`config.mk`:
```
export PLATFORM = sky130hd
export DESIGN_NAME = dma_chan_arbiter
export DESIGN_NICKNAME = d
export VERILOG_FILES = /design/src/rtl/dma_arb_pkg.sv /design/src/rtl/dma_arb_pick.sv /design/src/rtl/dma_arb_ctrl.sv /design/src/rtl/dma_arb_datapath.sv /design/src/rtl/dma_chan_arbiter.sv
export SDC_FILE = /design/constraint.sdc
export NUM_CORES = 1
export LEC_CHECK = 0
export BUFFER_PORTS_ARGS = -buffer_cell sky130_fd_sc_hd__buf_2
export CORE_MARGIN = 10
export CORE_UTILIZATION = 48
export DETAILED_ROUTE_END_ITERATION = 8
export PLACE_DENSITY_LB_ADDON = 0.3
export SYNTH_ARGS = -nofsm -noshare
export SYNTH_HDL_FRONTEND = slang
export SYNTH_HIERARCHICAL = 1
export SYNTH_SLANG_ARGS = --single-unit
export TNS_END_PERCENT = 10
```
`constraint.sdc`:
```
create_clock -name clk -period 6.45 [get_ports clk]
set_input_delay 0.3225 -clock clk [delete_from_list [all_inputs] [get_ports clk]]
set_output_delay 0.3225 -clock clk [all_outputs]
set_load 0.01 [all_outputs]
```
`src/rtl/dma_arb_pkg.sv`:
```
package dma_arb_pkg;
  localparam int unsigned NUM_CH = 5;
  localparam int unsigned LVL_W  = 2;

  typedef struct packed {
    logic load;  // capture the winner as the new grant
    logic drop;  // end the grant, acknowledge the channel
  } arbStrobe_t;

  typedef enum logic {
    ST_IDLE = 1'b0,
    ST_BUSY = 1'b1
  } arbState_t;
endpackage

```
`src/rtl/dma_arb_pick.sv`:
```
module dma_arb_pick #(
  parameter int unsigned NUM_CH = 5,
  parameter int unsigned LVL_W  = 2
) (
  input  logic [NUM_CH-1:0]       elig,
  input  logic [NUM_CH*LVL_W-1:0] level,
  output logic [NUM_CH-1:0]       winner,
  output logic                    anyElig
);
  logic [LVL_W-1:0] bestLvl;
  logic             found;

  always_comb begin
    winner  = '0;
    bestLvl = '0;
    found   = 1'b0;
    for (int i = 0; i < NUM_CH; i++) begin
      // ascending scan: strict '>' keeps the lower index on ties
      if (elig[i] && (!found || level[i*LVL_W +: LVL_W] > bestLvl)) begin
        winner    = '0;
        winner[i] = 1'b1;
        bestLvl   = level[i*LVL_W +: LVL_W];
        found     = 1'b1;
      end
    end
    anyElig = found;
  end
endmodule

```
`src/rtl/dma_arb_ctrl.sv`:
```
module dma_arb_ctrl
  import dma_arb_pkg::*;
(
  input  logic       clk,
  input  logic       rstN,
  input  logic       anyElig,
  input  logic       xferDone,
  output arbStrobe_t strobe
);
  arbState_t stateQ, stateD;

  always_comb begin
    stateD      = stateQ;
    strobe.load = 1'b0;
    strobe.drop = 1'b0;
    case (stateQ)
      ST_IDLE: if (anyElig) begin
        strobe.load = 1'b1;
        stateD      = ST_BUSY;
      end
      ST_BUSY: if (xferDone) begin
        strobe.drop = 1'b1;
        stateD      = ST_IDLE;
      end
      default: stateD = ST_IDLE;
    endcase
  end

  always_ff @(posedge clk) begin
    if (!rstN) stateQ <= ST_IDLE;
    else       stateQ <= stateD;
  end

  // a drop is always followed by an idle cycle, never a second drop
  a_r8_single_drop: assert property (@(posedge clk) disable iff (!rstN)
    strobe.drop |=> !strobe.drop);
  // done while idle never produces a drop
  a_r7_idle_done: assert property (@(posedge clk) disable iff (!rstN)
    (stateQ == ST_IDLE) |-> !strobe.drop);
endmodule

```
`src/rtl/dma_arb_datapath.sv`:
```
module dma_arb_datapath
  import dma_arb_pkg::*;
#(
  parameter int unsigned NUM_CH = 5
) (
  input  logic              clk,
  input  logic              rstN,
  input  arbStrobe_t        strobe,
  input  logic [NUM_CH-1:0] chReq,
  input  logic [NUM_CH-1:0] chEnable,
  input  logic [NUM_CH-1:0] winner,
  output logic [NUM_CH-1:0] elig,
  output logic [NUM_CH-1:0] grantQ,
  output logic [NUM_CH-1:0] ackQ
);
  logic [NUM_CH-1:0] waitDropQ;

  assign elig = chReq & chEnable & ~waitDropQ;

  always_ff @(posedge clk) begin
    if (!rstN) begin
      grantQ    <= '0;
      ackQ      <= '0;
      waitDropQ <= '0;
    end else begin
      ackQ <= '0;
      if (strobe.load) grantQ <= winner;
      if (strobe.drop) begin
        grantQ <= '0;
        ackQ   <= grantQ;
      end
      // mask clears once the request is seen low; a new ack sets it
      waitDropQ <= (waitDropQ & chReq) | (strobe.drop ? grantQ : '0);
    end
  end

  // grant is zero or one-hot
  a_r2_grant_onehot: assert property (@(posedge clk) disable iff (!rstN)
    $onehot0(grantQ));
  // a held grant does not move until done
  a_r6_grant_hold: assert property (@(posedge clk) disable iff (!rstN)
    ((|grantQ) && !strobe.drop) |=> $stable(grantQ));
  // ack is a single-cycle pulse naming the channel granted before it
  a_r8_ack_pulse: assert property (@(posedge clk) disable iff (!rstN)
    (|ackQ) |=> (ackQ == '0));
  a_r8_ack_matches: assert property (@(posedge clk) disable iff (!rstN)
    (|ackQ) |-> (ackQ == $past(grantQ)) && (grantQ == '0));
  // a new grant goes to an enabled, requesting channel
  a_r3_grant_enabled: assert property (@(posedge clk) disable iff (!rstN)
    ($past(grantQ) == '0 && grantQ != '0) |-> (($past(chReq & chEnable) & grantQ) != '0));
  // the channel just acknowledged is not granted on the next edge
  a_r10_no_regrant: assert property (@(posedge clk) disable iff (!rstN)
    (|ackQ) |=> ((grantQ & $past(ackQ)) == '0));
endmodule

```
`src/rtl/dma_chan_arbiter.sv`:
```
module dma_chan_arbiter
  import dma_arb_pkg::*;
#(
  parameter int unsigned CH_COUNT = NUM_CH,
  parameter int unsigned LVL_BITS = LVL_W
) (
  input  logic                         clk,
  input  logic                         rstN,
  input  logic [CH_COUNT-1:0]          chReq,
  input  logic [CH_COUNT-1:0]          chEnable,
  input  logic [CH_COUNT*LVL_BITS-1:0] chLevel,
  input  logic                         xferDone,
  output logic [CH_COUNT-1:0]          grant,
  output logic [CH_COUNT-1:0]          periphAck
);
  arbStrobe_t          strobe;
  logic [CH_COUNT-1:0] elig;
  logic [CH_COUNT-1:0] winner;
  logic                anyElig;

  dma_arb_pick #(.NUM_CH(CH_COUNT), .LVL_W(LVL_BITS)) u_pick (
    .elig    (elig),
    .level   (chLevel),
    .winner  (winner),
    .anyElig (anyElig)
  );

  dma_arb_ctrl u_ctrl (
    .clk      (clk),
    .rstN     (rstN),
    .anyElig  (anyElig),
    .xferDone (xferDone),
    .strobe   (strobe)
  );

  dma_arb_datapath #(.NUM_CH(CH_COUNT)) u_dp (
    .clk      (clk),
    .rstN     (rstN),
    .strobe   (strobe),
    .chReq    (chReq),
    .chEnable (chEnable),
    .winner   (winner),
    .elig     (elig),
    .grantQ   (grant),
    .ackQ     (periphAck)
  );
endmodule

```
==> summary.md, run 1 <==
| Metric | Value |
|---|---|
| Top FF cell, synth | dfxtp_1 |
| Die H | 64.9 um |
| Antenna-violating nets left | 0 |
| CTS Sinks | 16 |
| Worst Setup Start Kind | flip-flop |
| Syn Inst Count | ~110 |
| # hold bufs at CTS | 0 |
| First-pass GRT wire length | between 3000 and 4000 um |
| Setup Buffers After CTS | 0 |
| Syn_area_per_cell | 9.03 sq um |
| TritonCTS buffer count | 3 |
| RSZ-0062 raised after global routing | false |
| Synth Net Count | 138 |
| FF+latch count, synth | 16 |
| Most common cell in the netlist | dfxtp_1 |
| Gpl congestion | 0.774 |
| Final Critical Period | 5.60 ns |
| Max IR drop VDD | roughly 0.00013 V |
| Drt via density | 5.19 |
| Number of H-tree levels | 1 |
| Clk slew on worst S/H paths | 0.08 ns |
| Data required time of the critical path | 6.66 ns |
| CTS max path bufs | 2 |
| # Max-Cap Violations | 0 |
| Nets | 171 |
| Synth cell count leaders | 16 x dfxtp_1, 12 x nor2_1, 11 x nor2b_1 |
| Via count | 856 |
| I/O pins | 33 |
| Post-synthesis sequential area ratio | 33.2% |
| Final setup fails | 0 |
| Drc violations | 0 |
| Total Wirelength | 2210 um |
| Grt ovf | 0 |
| Layout area overhead | 18.1% |
| Post-DP HPWL | between 1500 and 2000 um |
| Sw frac | 27.2% |
| Initial core utilization | between 40% and 50% |
| Core area | 1940 sq um |
| Fin. max-slew vios | 0 |
| Worst path max stage delay | 0.47 ns |
| Antenna cells | 0 |
| Clk Latency, worst-skew pair | 0.27 ns |
| Endpoint type of the worst setup path | flip-flop |
| CTS tree | yes |
| Switching power total | around 0.000056 W |
| FMAX | 178 MHz |
| Row cnt | 16 |
| GRT Overall Usage | 11.0% |
| Synth warn | 6 |
| Setup TNS | 0 ns |
| Synth top area cells | dfxtp_1 33%, ha_1 10%, nor2b_1 7.1% |
| Max transition margin | 58.7% |
| CTS resizes | 0 |
| Largest net degree at the start of global routing | 13 |
| Worst Tran Pin Value | 0.619 ns |
| Initial antenna violation count | 0 |
| Yosys cell types | 31 |
| Area of the mapped netlist | between 900 and 1000 sq um |
| Fill cells | a little under 200 |
| Clk_skew | 0.00311 ns |
| Die Footprint | between 4000 and 5000 sq um |
| Die width | 64.9 um |
| WP data arrival | 5.81 ns |
| Average routed wire per standard cell | between 10 and 15 um |
| Share of the synthesized area in the top cell type | around 33% |
| EDFF count, synth | 0 |
| Slowest cell on the critical path | o21ai_0 |
| Clock network fraction of design power | 23.4% |
| Endpoints failing hold | 0 |
| Root Buffer | clkbuf_4 |
| Leak | 0.597 nW |
| Ys async rst share | 0% |
| Power Internal | 0.000150 W |
| Vias in the first global route | 914 |
| Pre-antenna DRT Iters | 2 |
| Area leader, netlist | dfxtp_1 |
| Status | finished, final reports clean |
| Power Density | 181 nW/um^2 |
| Seq pwr share | 50.0% |
| Layout cells sized above 1 | 29.7% |
| Worst min path class | in2reg |
| DRT iter0 DRCs | 21 |
| Crit Path Category | reg2reg |
| Port Buffers | 32 |
| Tcrit/Tclk final | 86.9% |
| Critical path fanouts, max | 9 |
| Fin Hold WS | 0.325 ns |
| Comb power frac | 26.7% |
==> critical path: cells and delay by family (launching register included) <==
kind            cells  cell delay [ns]
mux                 1             0.09
fa+ha+maj           4             1.14
simple gates       10             1.61
flops               1             0.31
compound gates     11             2.40
==> power groups by stage <==
stage	Clock, W	Combinational [W]	Sequential, W
3_3_place_gp	0	0.0000528	0.000105
2_1_floorplan	0	0.0000407	0.000106
4_1_cts	0.0000495	0.0000552	0.000103
5_1_grt	0.0000550	0.0000623	0.000103
3_5_place_dp	0	0.0000549	0.000105
6_report	0.0000481	0.0000550	0.000103
==> cell type report <==
cell class / count / area (sq um) / area share, %
repair buffers: 32 / 160 / 14.0
flip-flops and latches: 16 / 320 / 28.1
inverters: 7 / 26.3 / 2.30
clock buffers: 3 / 22.5 / 1.97
multi-input cells: 80 / 578 / 50.7
well taps: 27 / 33.8 / 2.96
==> state kept, by name, indices dropped and copies added, names as in the netlist <==
register and count:
u_dp/ackQ 5, u_ctrl/stateQ 1, u_dp/waitDropQ 5, u_dp/grantQ 5
==> logic make-up (layout without fill, tap and decap cells) <==
logic type	count (synthesis)	after routing	synth area share, %
and+or+nand+nor	46	46	26.8
AOI/OAI and AO/OA	19	19	14.4
DFF	16	16	33.2
buffers and inverters	11	42	6.99
adders and majority gates	8	8	10.4
muxes	7	7	8.29
==> stage by stage <==
| step | total power (W) | setup slack, ns | utilization (%) | area, sq um | std cells |
|---|---|---|---|---|---|
| after global placement | 0.000158 | 1.00 | 57.6 | 1120 | 162 |
| after global routing | 0.000221 | 0.313 | 58.8 | 1140 | 165 |
| after floorplan | 0.000146 | 1.59 | - | 966 | 107 |
| after detailed placement | 0.000160 | 0.837 | 57.6 | 1120 | 162 |
| after CTS | 0.000208 | 0.869 | 58.8 | 1140 | 165 |
| final | 0.000206 | 0.847 | 58.8 | 1140 | 165 |
==> cells in the final DEF (no fill, tap or decap), drive strengths merged, types with 2 or more instances in the layout <==
| cell | instances |
|---|---|
| a22oi | 5 |
| a2bb2oi | 3 |
| and2 | 2 |
| and3 | 5 |
| and3b | 4 |
| buf | 32 |
| clkbuf | 3 |
| dfxtp | 16 |
| ha | 8 |
| inv | 7 |
| mux2 | 2 |
| mux2i | 5 |
| nand2 | 6 |
| nand2b | 2 |
| nand3 | 2 |
| nor2 | 12 |
| nor2b | 11 |
| o21a | 2 |
| o21ai | 4 |
==> metal layers <==
layer / wire (um) / up-vias / global-route usage [%]
met4: 8 / 0 / 3.21
li1: - / 437 / -
met5: 0 / - / 0
met3: 134 / 2 / 3.26
met1: 904 / 400 / 11.4
met2: 1170 / 17 / 20.6
==> worst paths after layout <==
kind,cells after the start,start,slack (ns),to
hold reg to reg,1,u_dp/grantQ[1],0.52,u_dp/ackQ[1]
hold / removal,3,chReq[2],0.32,u_dp/waitDropQ[2]
setup / recovery,26,u_dp/waitDropQ[0],0.85,u_dp/grantQ[0]
setup reg to reg,26,u_dp/waitDropQ[0],0.85,u_dp/grantQ[0]
(Power assumes the default switching activity.)
==> run 2: changes to the inputs <==
--- a/config.mk
+++ b/config.mk
@@ -5,10 +5,10 @@
 export SDC_FILE = /design/constraint.sdc
 export NUM_CORES = 1
 export LEC_CHECK = 0
-export BUFFER_PORTS_ARGS = -buffer_cell sky130_fd_sc_hd__buf_2
 export CORE_MARGIN = 10
-export CORE_UTILIZATION = 48
+export CORE_UTILIZATION = 55
 export DETAILED_ROUTE_END_ITERATION = 8
+export DONT_BUFFER_PORTS = 1
 export PLACE_DENSITY_LB_ADDON = 0.3
 export SYNTH_ARGS = -nofsm -noshare
 export SYNTH_HDL_FRONTEND = slang
==> summary.md, run 2 (same netlist as run 1, synthesis figures left out) <==
| Metric | Value |
|---|---|
| Commonest non-fill, non-tap cells in the layout | 16 x dfxtp_1, 12 x nor2_1, 11 x nor2b_1 |
| Sw frac | 26.2% (-0.98 points) |
| Die H | 61.9 um (-4.6%) |
| Setup Buffers After CTS | 0 (unchanged) |
| Crit Path Category | reg2reg |
| Worst Setup Start Kind | flip-flop |
| Largest net degree at the start of global routing | 13 (unchanged) |
| RSZ-0062 raised after global routing | false |
| Clk_skew | 0.00100 ns (-0.00210 ns) |
| Power Density | 217 nW/um^2 (+20%) |
| Gpl congestion | 0.745 (-3.7%) |
| GRT Overall Usage | 10.9% (-0.040 points) |
| Die Footprint | 3830 sq um (-8.9%) |
| Fin. max-slew vios | 0 (unchanged) |
| Row cnt | 15 (-1) |
| Via count | 710 (-17%) |
| TritonCTS buffer count | 3 (unchanged) |
| Antenna cells | 0 (unchanged) |
| Layout area overhead | 1.68% |
| # hold bufs at CTS | 0 (unchanged) |
| Max transition margin | 57.9% (-0.74 points) |
| Drt via density | 5.73 (+10%) |
| Reg2Reg Launch Point | u_dp/waitDropQ[0] |
| Vias in the first global route | 697 (-24%) |
| Nets | 139 (-19%) |
| Worst Tran Pin Value | 0.625 ns (+0.00583 ns) |
| Post-DP HPWL | 1590 um (-15%) |
| CTS tree | yes |
| Biggest regs | u_dp/ackQ x5, u_dp/grantQ x5, u_dp/waitDropQ x5 |
| CTS max path bufs | 2 (unchanged) |
| Critical path fanouts, max | 9 (unchanged) |
| Comb power frac | 20.5% (-6.2 points) |
| Setup TNS | 0 ns (unchanged) |
| Flop2flop setup slack | 0.86 ns (about the same) |
| Clock network fraction of design power | 30.7% (+7.3 points) |
| Root Buffer | clkbuf_4 |
| CTS resizes | 0 (unchanged) |
| Layout cells sized above 1 | 9.35% (-20 points) |
| Data required time of the critical path | 6.67 ns (about the same) |
| Initial antenna violation count | 0 (unchanged) |
| First-pass GRT wire length | 3140 um (-18%) |
| Final setup fails | 0 (unchanged) |
| Endpoints failing hold | 0 (unchanged) |
| Pre-antenna DRT Iters | 4 (+2) |
| Seq pwr share | 48.8% (-1.2 points) |
| Worst min path class | in2reg |
| Antenna-violating nets left | 0 (unchanged) |
| Final Critical Period | 5.59 ns (-0.0119 ns) |
| Leak | 0.462 nW (-23%) |
| Die width | 61.9 um (-4.6%) |
| Drc violations | 0 (unchanged) |
| Status | finished, final reports clean |
| DRT iter0 DRCs | 42 (+100%) |
| R2r endpoint | u_dp/grantQ[0] |
| Number of H-tree levels | 1 (unchanged) |
| Clk slew on worst S/H paths | 0.09 ns (about the same) |
| I/O pins | 33 (unchanged) |
| Total Wirelength | 1980 um (-10%) |
| Endpoint type of the worst setup path | flip-flop |
| Worst Setup SP | u_dp/waitDropQ[0] |
| CTS Sinks | 16 (unchanged) |
| WP data arrival | 5.82 ns (about the same) |
| Power Internal | 0.000157 W (+4.9%) |
| Clk Latency, worst-skew pair | 0.28 ns (about the same) |
| Non-filler cells, final | 124 (-25%) |
| Port Buffers | 0 (-100%) |
| Average routed wire per standard cell | 16.0 um (+19%) |
| Critical Path Sink | u_dp/grantQ[0] |
| R2R depth | 26 (unchanged) |
| FMAX | 179 MHz (+0.21%) |
| Grt ovf | 0 (unchanged) |
| # Max-Cap Violations | 0 (unchanged) |
| Most common cell after layout, fill and taps aside | dfxtp_1 |
| Switching power total | 0.0000559 W (-0.24%) |
| Placed Cells | 120 (-26%) |
| Initial core utilization | 57.2% (+7.4 points) |
| Core area | 1690 sq um (-13%) |
| Max IR drop VDD | 0.000134 V (+5.5%) |
| Tcrit/Tclk final | 86.7% (-0.18 points) |
run 2: cell count changes in the layout (fill, tap and decap cells not counted), sizes merged:
cell,change
buf,-32
clkbuf,+1
run 2: how the worst min path moves through the flow:
stage,from,end,slack [ns],depth (start not counted)
final,rstN,u_ctrl/stateQ,0.16,1
after detailed placement,rstN,u_ctrl/stateQ,0.45,1
after floorplan,rstN,u_ctrl/stateQ,0.44,1
after CTS,rstN,u_ctrl/stateQ,0.14,1
after global placement,rstN,u_ctrl/stateQ,0.44,1
after global routing,rstN,u_ctrl/stateQ,0.14,1
run 2: area by class of cell:
class	count	area, sq um
Inverter	7	26.3
Tap cell	17	21.3
Sequential cell	16	320
Multi-Input combinational cell	80	578
Clock buffer	4	36.3
Fill cell	150	707
run 2: power groups by stage:
stage | combinational, W | sequential [W] | clock, W
CTS | 0.0000439 | 0.000104 | 0.0000684
finish | 0.0000438 | 0.000104 | 0.0000654
global route | 0.0000499 | 0.000105 | 0.0000718
floorplan | 0.0000407 | 0.000106 | 0
global placement | 0.0000422 | 0.000106 | 0
detailed placement | 0.0000437 | 0.000107 | 0
run 2: layer usage:
metal / share of wire (%) / vias to the layer above / global-route usage [%]
li1: - / 376 / -
met1: 41 / 317 / 11.9
met2: 48 / 15 / 17.7
met3: 9.7 / 2 / 3.86
met4: 0.86 / 0 / 6.69
met5: 0 / - / 0
run 2: critical path, stage by stage (launching register included):
cell and delay, ns:
dfxtp_1 0.31, and3b_1 0.39, nand2_1 0.11, ha_1 0.31, nor2b_1 0.15, o311a_1 0.33, a32oi_1 0.21, ha_1 0.28
nor2b_1 0.14, a2bb2oi_1 0.13, o21ai_1 0.40, nand2_1 0.13, o21ai_0 0.11, ha_1 0.27, nor2b_1 0.14, a2bb2oi_1 0.12
o21ai_0 0.50, o21a_1 0.20, a21oi_1 0.07, ha_1 0.28, nor2b_1 0.13, a2bb2oi_1 0.13, o21ai_0 0.22, nand2_1 0.13
nor2_1 0.16, mux2i_1 0.08, nor2_1 0.11
run 2: stage by stage:
step | util [%] | hold slack [ns] | setup slack (ns) | power [W] | cell area [sq um]
2_1_floorplan | - | 0.440 | 1.59 | 0.000146 | 966
3_3_place_gp | 56.0 | 0.442 | 0.991 | 0.000149 | 946
3_5_place_dp | 56.0 | 0.450 | 0.889 | 0.000150 | 946
4_1_cts | 58.1 | 0.142 | 0.860 | 0.000217 | 982
5_1_grt | 58.1 | 0.144 | 0.317 | 0.000226 | 982
6_report | 58.1 | 0.159 | 0.859 | 0.000213 | 982
